File: src/rtl/dma_cnt_pkg.sv
package dma_cnt_pkg;

   // Register selector shared by the write and read ports
   typedef enum logic {
      SEL_WORK   = 1'b0,
      SEL_SHADOW = 1'b1
   } reg_sel_e;

   // Counter actions, in priority order
   typedef enum logic [1:0] {
      ACT_HOLD   = 2'd0,
      ACT_LOAD   = 2'd1,
      ACT_DEC    = 2'd2,
      ACT_FINISH = 2'd3
   } cnt_act_e;

endpackage

File: src/rtl/dma_shadow_reg.sv
module dma_shadow_reg #(
   parameter int CNT_W      = 24,
   parameter bit HAS_RELOAD = 1'b1
) (
   input  logic             clk,
   input  logic             rst_n,
   input  logic             wr_en,
   input  logic [CNT_W-1:0] wr_val,
   output logic [CNT_W-1:0] shadow
);

   generate
      if (HAS_RELOAD) begin : g_store
         logic [CNT_W-1:0] store_q;
         always_ff @(posedge clk or negedge rst_n) begin
            if (!rst_n)
               store_q <= '0;
            else if (wr_en)
               store_q <= wr_val;
         end
         assign shadow = store_q;
      end else begin : g_none
         logic unused_in;
         assign unused_in = wr_en ^ (^wr_val) ^ clk ^ rst_n;
         assign shadow    = '0;
      end
   endgenerate

endmodule

File: src/rtl/dma_work_counter.sv
module dma_work_counter
   import dma_cnt_pkg::*;
#(
   parameter int CNT_W = 24
) (
   input  logic             clk,
   input  logic             rst_n,
   input  logic             load,
   input  logic [CNT_W-1:0] load_val,
   input  logic             unit_tick,
   input  logic             reload_on,
   input  logic [CNT_W-1:0] reload_val,
   output logic [CNT_W-1:0] count,
   output logic             active,
   output logic             end_pulse
);

   localparam logic [CNT_W-1:0] LAST_UNIT = CNT_W'(1);

   logic [CNT_W-1:0] cnt_q;
   logic             act_q;
   logic             end_q;
   cnt_act_e         act;

   // A write has priority over a strobe. A strobe only counts while busy.
   always_comb begin
      if (load)
         act = ACT_LOAD;
      else if (unit_tick && act_q)
         act = (cnt_q == LAST_UNIT) ? ACT_FINISH : ACT_DEC;
      else
         act = ACT_HOLD;
   end

   always_ff @(posedge clk or negedge rst_n) begin
      if (!rst_n) begin
         cnt_q <= '0;
         act_q <= 1'b0;
         end_q <= 1'b0;
      end else begin
         end_q <= 1'b0;
         unique case (act)
            ACT_LOAD: begin
               cnt_q <= load_val;
               act_q <= 1'b1;
            end
            ACT_DEC: begin
               cnt_q <= cnt_q - LAST_UNIT;
            end
            ACT_FINISH: begin
               end_q <= 1'b1;
               if (reload_on) begin
                  cnt_q <= reload_val;
               end else begin
                  cnt_q <= '0;
                  act_q <= 1'b0;
               end
            end
            default: begin
               cnt_q <= cnt_q;
            end
         endcase
      end
   end

   assign count     = cnt_q;
   assign active    = act_q;
   assign end_pulse = end_q;

endmodule

File: src/rtl/dma_rd_mux.sv
module dma_rd_mux
   import dma_cnt_pkg::*;
#(
   parameter int CNT_W = 24,
   parameter int REG_W = 32
) (
   input  logic             sel,
   input  logic [CNT_W-1:0] work_val,
   input  logic [CNT_W-1:0] shadow_val,
   output logic [REG_W-1:0] rd_data
);

   localparam int PAD_W = REG_W - CNT_W;

   logic [CNT_W-1:0] picked;
   assign picked = (reg_sel_e'(sel) == SEL_SHADOW) ? shadow_val : work_val;

   generate
      if (PAD_W > 0) begin : g_pad
         assign rd_data = {{PAD_W{1'b0}}, picked};
      end else begin : g_exact
         assign rd_data = picked;
      end
   endgenerate

endmodule

File: src/rtl/dma_xfer_counter.sv
module dma_xfer_counter
   import dma_cnt_pkg::*;
#(
   parameter int CNT_W      = 24,
   parameter int REG_W      = 32,
   parameter int SIZE_W     = 3,
   parameter bit HAS_RELOAD = 1'b1
) (
   input  logic              clk,
   input  logic              rst_n,
   input  logic              reg_wr_en,
   input  logic              reg_wr_sel,
   input  logic [REG_W-1:0]  reg_wr_data,
   input  logic              reg_rd_sel,
   output logic [REG_W-1:0]  reg_rd_data,
   input  logic              unit_done,
   input  logic              reload_en,
   input  logic [SIZE_W-1:0] unit_size,
   output logic [CNT_W-1:0]  remaining,
   output logic              xfer_end,
   output logic              busy
);

   localparam int N_SIZES = 1 << SIZE_W;

   generate
      if (CNT_W < 2 || CNT_W > REG_W) begin : g_bad_width
         $error("dma_xfer_counter: CNT_W must be between 2 and REG_W");
      end
      if (SIZE_W < 1 || SIZE_W > 6) begin : g_bad_size
         $error("dma_xfer_counter: SIZE_W out of range");
      end
   endgenerate

   // Every unit size code is worth one count.
   logic [N_SIZES-1:0] unit_weight;
   generate
      for (genvar s = 0; s < N_SIZES; s++) begin : g_weight
         assign unit_weight[s] = 1'b1;
      end
   endgenerate

   logic             wr_work;
   logic             wr_shadow;
   logic             tick;
   logic [CNT_W-1:0] wr_low;
   logic [CNT_W-1:0] shadow_q;

   assign wr_work   = reg_wr_en && (reg_sel_e'(reg_wr_sel) == SEL_WORK);
   assign wr_shadow = reg_wr_en && (reg_sel_e'(reg_wr_sel) == SEL_SHADOW);
   assign wr_low    = reg_wr_data[CNT_W-1:0];
   assign tick      = unit_done && unit_weight[unit_size];

   dma_shadow_reg #(
      .CNT_W      (CNT_W),
      .HAS_RELOAD (HAS_RELOAD)
   ) u_shadow (
      .clk    (clk),
      .rst_n  (rst_n),
      .wr_en  (wr_shadow),
      .wr_val (wr_low),
      .shadow (shadow_q)
   );

   dma_work_counter #(
      .CNT_W (CNT_W)
   ) u_count (
      .clk        (clk),
      .rst_n      (rst_n),
      .load       (wr_work),
      .load_val   (wr_low),
      .unit_tick  (tick),
      .reload_on  (reload_en && HAS_RELOAD),
      .reload_val (shadow_q),
      .count      (remaining),
      .active     (busy),
      .end_pulse  (xfer_end)
   );

   dma_rd_mux #(
      .CNT_W (CNT_W),
      .REG_W (REG_W)
   ) u_rd (
      .sel        (reg_rd_sel),
      .work_val   (remaining),
      .shadow_val (shadow_q),
      .rd_data    (reg_rd_data)
   );

endmodule

File: config.mk
export PLATFORM = sky130hd
export DESIGN_NAME = dma_xfer_counter
export DESIGN_NICKNAME = d
export VERILOG_FILES = /design/src/rtl/dma_cnt_pkg.sv /design/src/rtl/dma_shadow_reg.sv /design/src/rtl/dma_work_counter.sv /design/src/rtl/dma_rd_mux.sv /design/src/rtl/dma_xfer_counter.sv
export SDC_FILE = /design/constraint.sdc
export NUM_CORES = 1
export LEC_CHECK = 0
export ABC_AREA = 1
export BUFFER_PORTS_ARGS = -buffer_cell sky130_fd_sc_hd__buf_2
export CAP_MARGIN = 20
export CELL_PAD_IN_SITES_DETAIL_PLACEMENT = 1
export CELL_PAD_IN_SITES_GLOBAL_PLACEMENT = 2
export CORE_ASPECT_RATIO = 1.2
export CORE_MARGIN = 2
export CORE_UTILIZATION = 30
export DETAILED_ROUTE_END_ITERATION = 7
export PLACE_DENSITY = 0.88
export REMOVE_ABC_BUFFERS = 1
export SYNTH_ARGS = -nofsm -noshare
export SYNTH_HDL_FRONTEND = slang
export SYNTH_SLANG_ARGS = --single-unit
File: constraint.sdc
create_clock -name clk -period 3.4 [get_ports clk]
set_clock_uncertainty 0.15 [all_clocks]
set_input_delay 0.51 -clock clk [delete_from_list [all_inputs] [get_ports clk]]
set_output_delay 0.51 -clock clk [all_outputs]
set_load 0.02 [all_outputs]
==> impl_metrics.tcl <==
set metrics [dict create \
    cts.sinks 50 \
    grt_start_max_net_pins 29 \
    outcome "finished clean" \
    insertedDiodeCount 0 \
    grt_use_total_pct 18.8 \
    crit_path_end_kind "output pin" \
    rows 43 \
    clk_latency_ps 300 \
    relSlewSlack_pct 34.1 \
    drt_iter0_drc 100 \
    clk_pin_slew_worst_paths_ps 60 \
    nFillCells 1560 \
    grt_pass1_vias 3888 \
    crit_type "input port to output pin" \
    grt_antenna_before_repair 0 \
    setup_tns_ps 0 \
    rrSetupSlack_ps 1300 \
    synth_edf_count 0 \
    drive_above_1_share_pct 23.5 \
    finalMaxSlewViolations 0 \
    synth_top_area_share_pct 34.7 \
    post-route-drc-count 0 \
    die_x_um 104 \
    tightest_slew_ps 986 \
    wire_per_inst_um 15.4 \
    hold_viol_final 0 \
    yosysWarnings 0 \
    synthArstFlopShare_pct 100 \
    dieArea_um2 12900 \
    synthesis.area_um2 3610 \
    avgSynthCellArea_um2 6.76 \
    post-route-min-period_ps 2300 \
    cts.hold.buffers_added 0 \
    clockRootBuffer "clkbuf_16" \
    setup_violations 0 \
    postCtsSetupRepairBufs 0 \
    vdd_drop_max_uv 189 \
    htreeDepth 2 \
    min_path_type "input port to asynchronous set/reset pin" \
    place_inst 758 \
    rr_worst_depth 9 \
    ys_ff_latch 50 \
    stdcell_count 765 \
    ant_nets 0 \
    start_util_pct 31.1 \
    tritoncts "yes" \
    startpoint "reg_rd_sel" \
    fin_crit_sh_pct 67.7 \
    numCtsBuffers 5 \
    die_h_um 124 \
    post-place-ws_ps 1070 \
    grt_overflow 0 \
    port_buffers 80 \
    grt_pass1_wl_um 19400 \
    synthFlopType "dfrtp_1" \
    cts_repair_resize_count 0 \
    cap_violations 0 \
    fmax_mhz 434 \
    critical_path_required_ps 2740 \
    fin_ws_ps 1100 \
    seq_area_frac_synth_pct 34.7 \
    drt-total-wl_um 11800 \
    core_area_um2 11600 \
    arrival_ps 1640 \
    gp_congestion 0.832 \
    yosysUniqueCellTypes 29 \
    critPathLaunchType "input port" \
    layout.nets 652 \
    postSynthCellCount 534 \
    synth_top_cell_by_area "dfrtp_1" \
    syn_to_final_growth_pct 18.1 \
    r2r-end "u_count.count[14]" \
    ios 100 \
    drt-vias-per-instance 4.82 \
    worstReg2RegStart "u_count.count[0]" \
    vias 3691 \
    cts.path.max_buffers 2 \
    synth.area.top_cells "dfrtp_1, nand2_1, nor2_1, o21ai_0, inv_1" \
    hpwl_um 8960 \
    first_pass_iters 4 \
    path_max_fanout 28 \
    power.leakage_nw 2.25 \
    power_density_nw_per_um2 489 \
    total_power_mw 2.08 \
    rsz0062_at_grt "false" \
    whs_ps 86.5 \
]
## worst max-delay path, stage by stage
cell and delay [ps]:
buf_2 430, buf_4 320, nand2_1 90, o21ai_0 90, buf_2 190
## layout make-up
| cell class | count | area, um^2 | share of cell area (%) |
|---|---|---|---|
| multi-input cells | 397 | 1970 | 46.3 |
| clock buffers | 7 | 133 | 3.11 |
| well taps | 157 | 196 | 4.61 |
| repair buffers | 88 | 460 | 10.8 |
| flip-flops and latches | 50 | 1250 | 29.4 |
| inverters | 66 | 248 | 5.81 |
## registers in the layout, summed over array words and instances (netlist names)
register	count
u_count.count	24
u_count.active	1
u_count.end_pulse	1
u_shadow.shadow	24
## per-stage QoR
step	util (%)	instance area, um^2
global route	36.7	4260
floorplan	-	3470
detailed placement	35.5	4130
finish	36.7	4260
CTS	36.7	4260
global placement	35.5	4130
## metal layers
metal,global-route usage (%),routed length (um)
met5,0,0
met4,5.91,176
met3,2.41,302
met2,35.4,6190
met1,22.3,5100
## cells by family after synthesis
logic type                 after synthesis  synth area share (%)
xor gates and xnor gates                 5                  1.21
and+or+nand+nor                        295                  37.6
muxes                                   13                  4.02
buffers and inverters                   94                  11.3
AOI/OAI and AO/OA                       74                  10.3
DFF                                     50                  34.7
adders and majority gates                2                 0.693
other                                    1                 0.104
## synth_stat cells (2+ instances only)
master	count
mux2_2	12
nand2_4	3
a21oi_1	24
buf_2	2
nor2_2	15
inv_1	59
o21ai_0	48
xor2_1	5
nand3_1	26
nor2_4	3
nand4_1	26
buf_4	10
inv_2	6
nand2_1	137
nor2_1	74
clkbuf_1	15
dfrtp_1	50
ha_1	2
nand2_2	7
## layout by cell type, fill, tap and decap left out
cell / instances
nand2_2: 7
nor3_4: 1
mux2i_1: 1
nand2_1: 137
a21oi_1: 24
nor2_2: 15
nand3_1: 26
nand4_1: 26
o21bai_1: 1
xor2_1: 5
conb_1: 8
buf_2: 80
clkbuf_16: 5
ha_1: 2
dfrtp_1: 50
nor2_4: 3
buf_4: 8
o21ai_0: 48
nor2_1: 74
nand4_4: 1
nand3_2: 1
nor2_8: 1
mux2_2: 12
clkbuf_1: 2
inv_2: 6
nand2_4: 3
o21ai_1: 1
inv_1: 59
clkinv_1: 1
## power breakdown
group          switching, mW  internal [mW]  total, mW
combinational          0.511          0.250      0.761
sequential             0.141          0.692      0.832
clock                  0.222          0.270      0.492
total                  0.873           1.21       2.08
## worst max-delay path by stage
| stage | slack [ps] | end | cells after the start |
|---|---|---|---|
| after global placement | 1110 | reg_rd_data[11] | 5 |
| after floorplan | 1360 | u_count.count[23] | 8 |
| after CTS | 1070 | reg_rd_data[11] | 5 |
| after detailed placement | 1070 | reg_rd_data[11] | 5 |
| final | 1100 | reg_rd_data[11] | 5 |
| after global routing | 1000 | reg_rd_data[16] | 5 |
No activity file was read; power rests on OpenSTA's default activity.
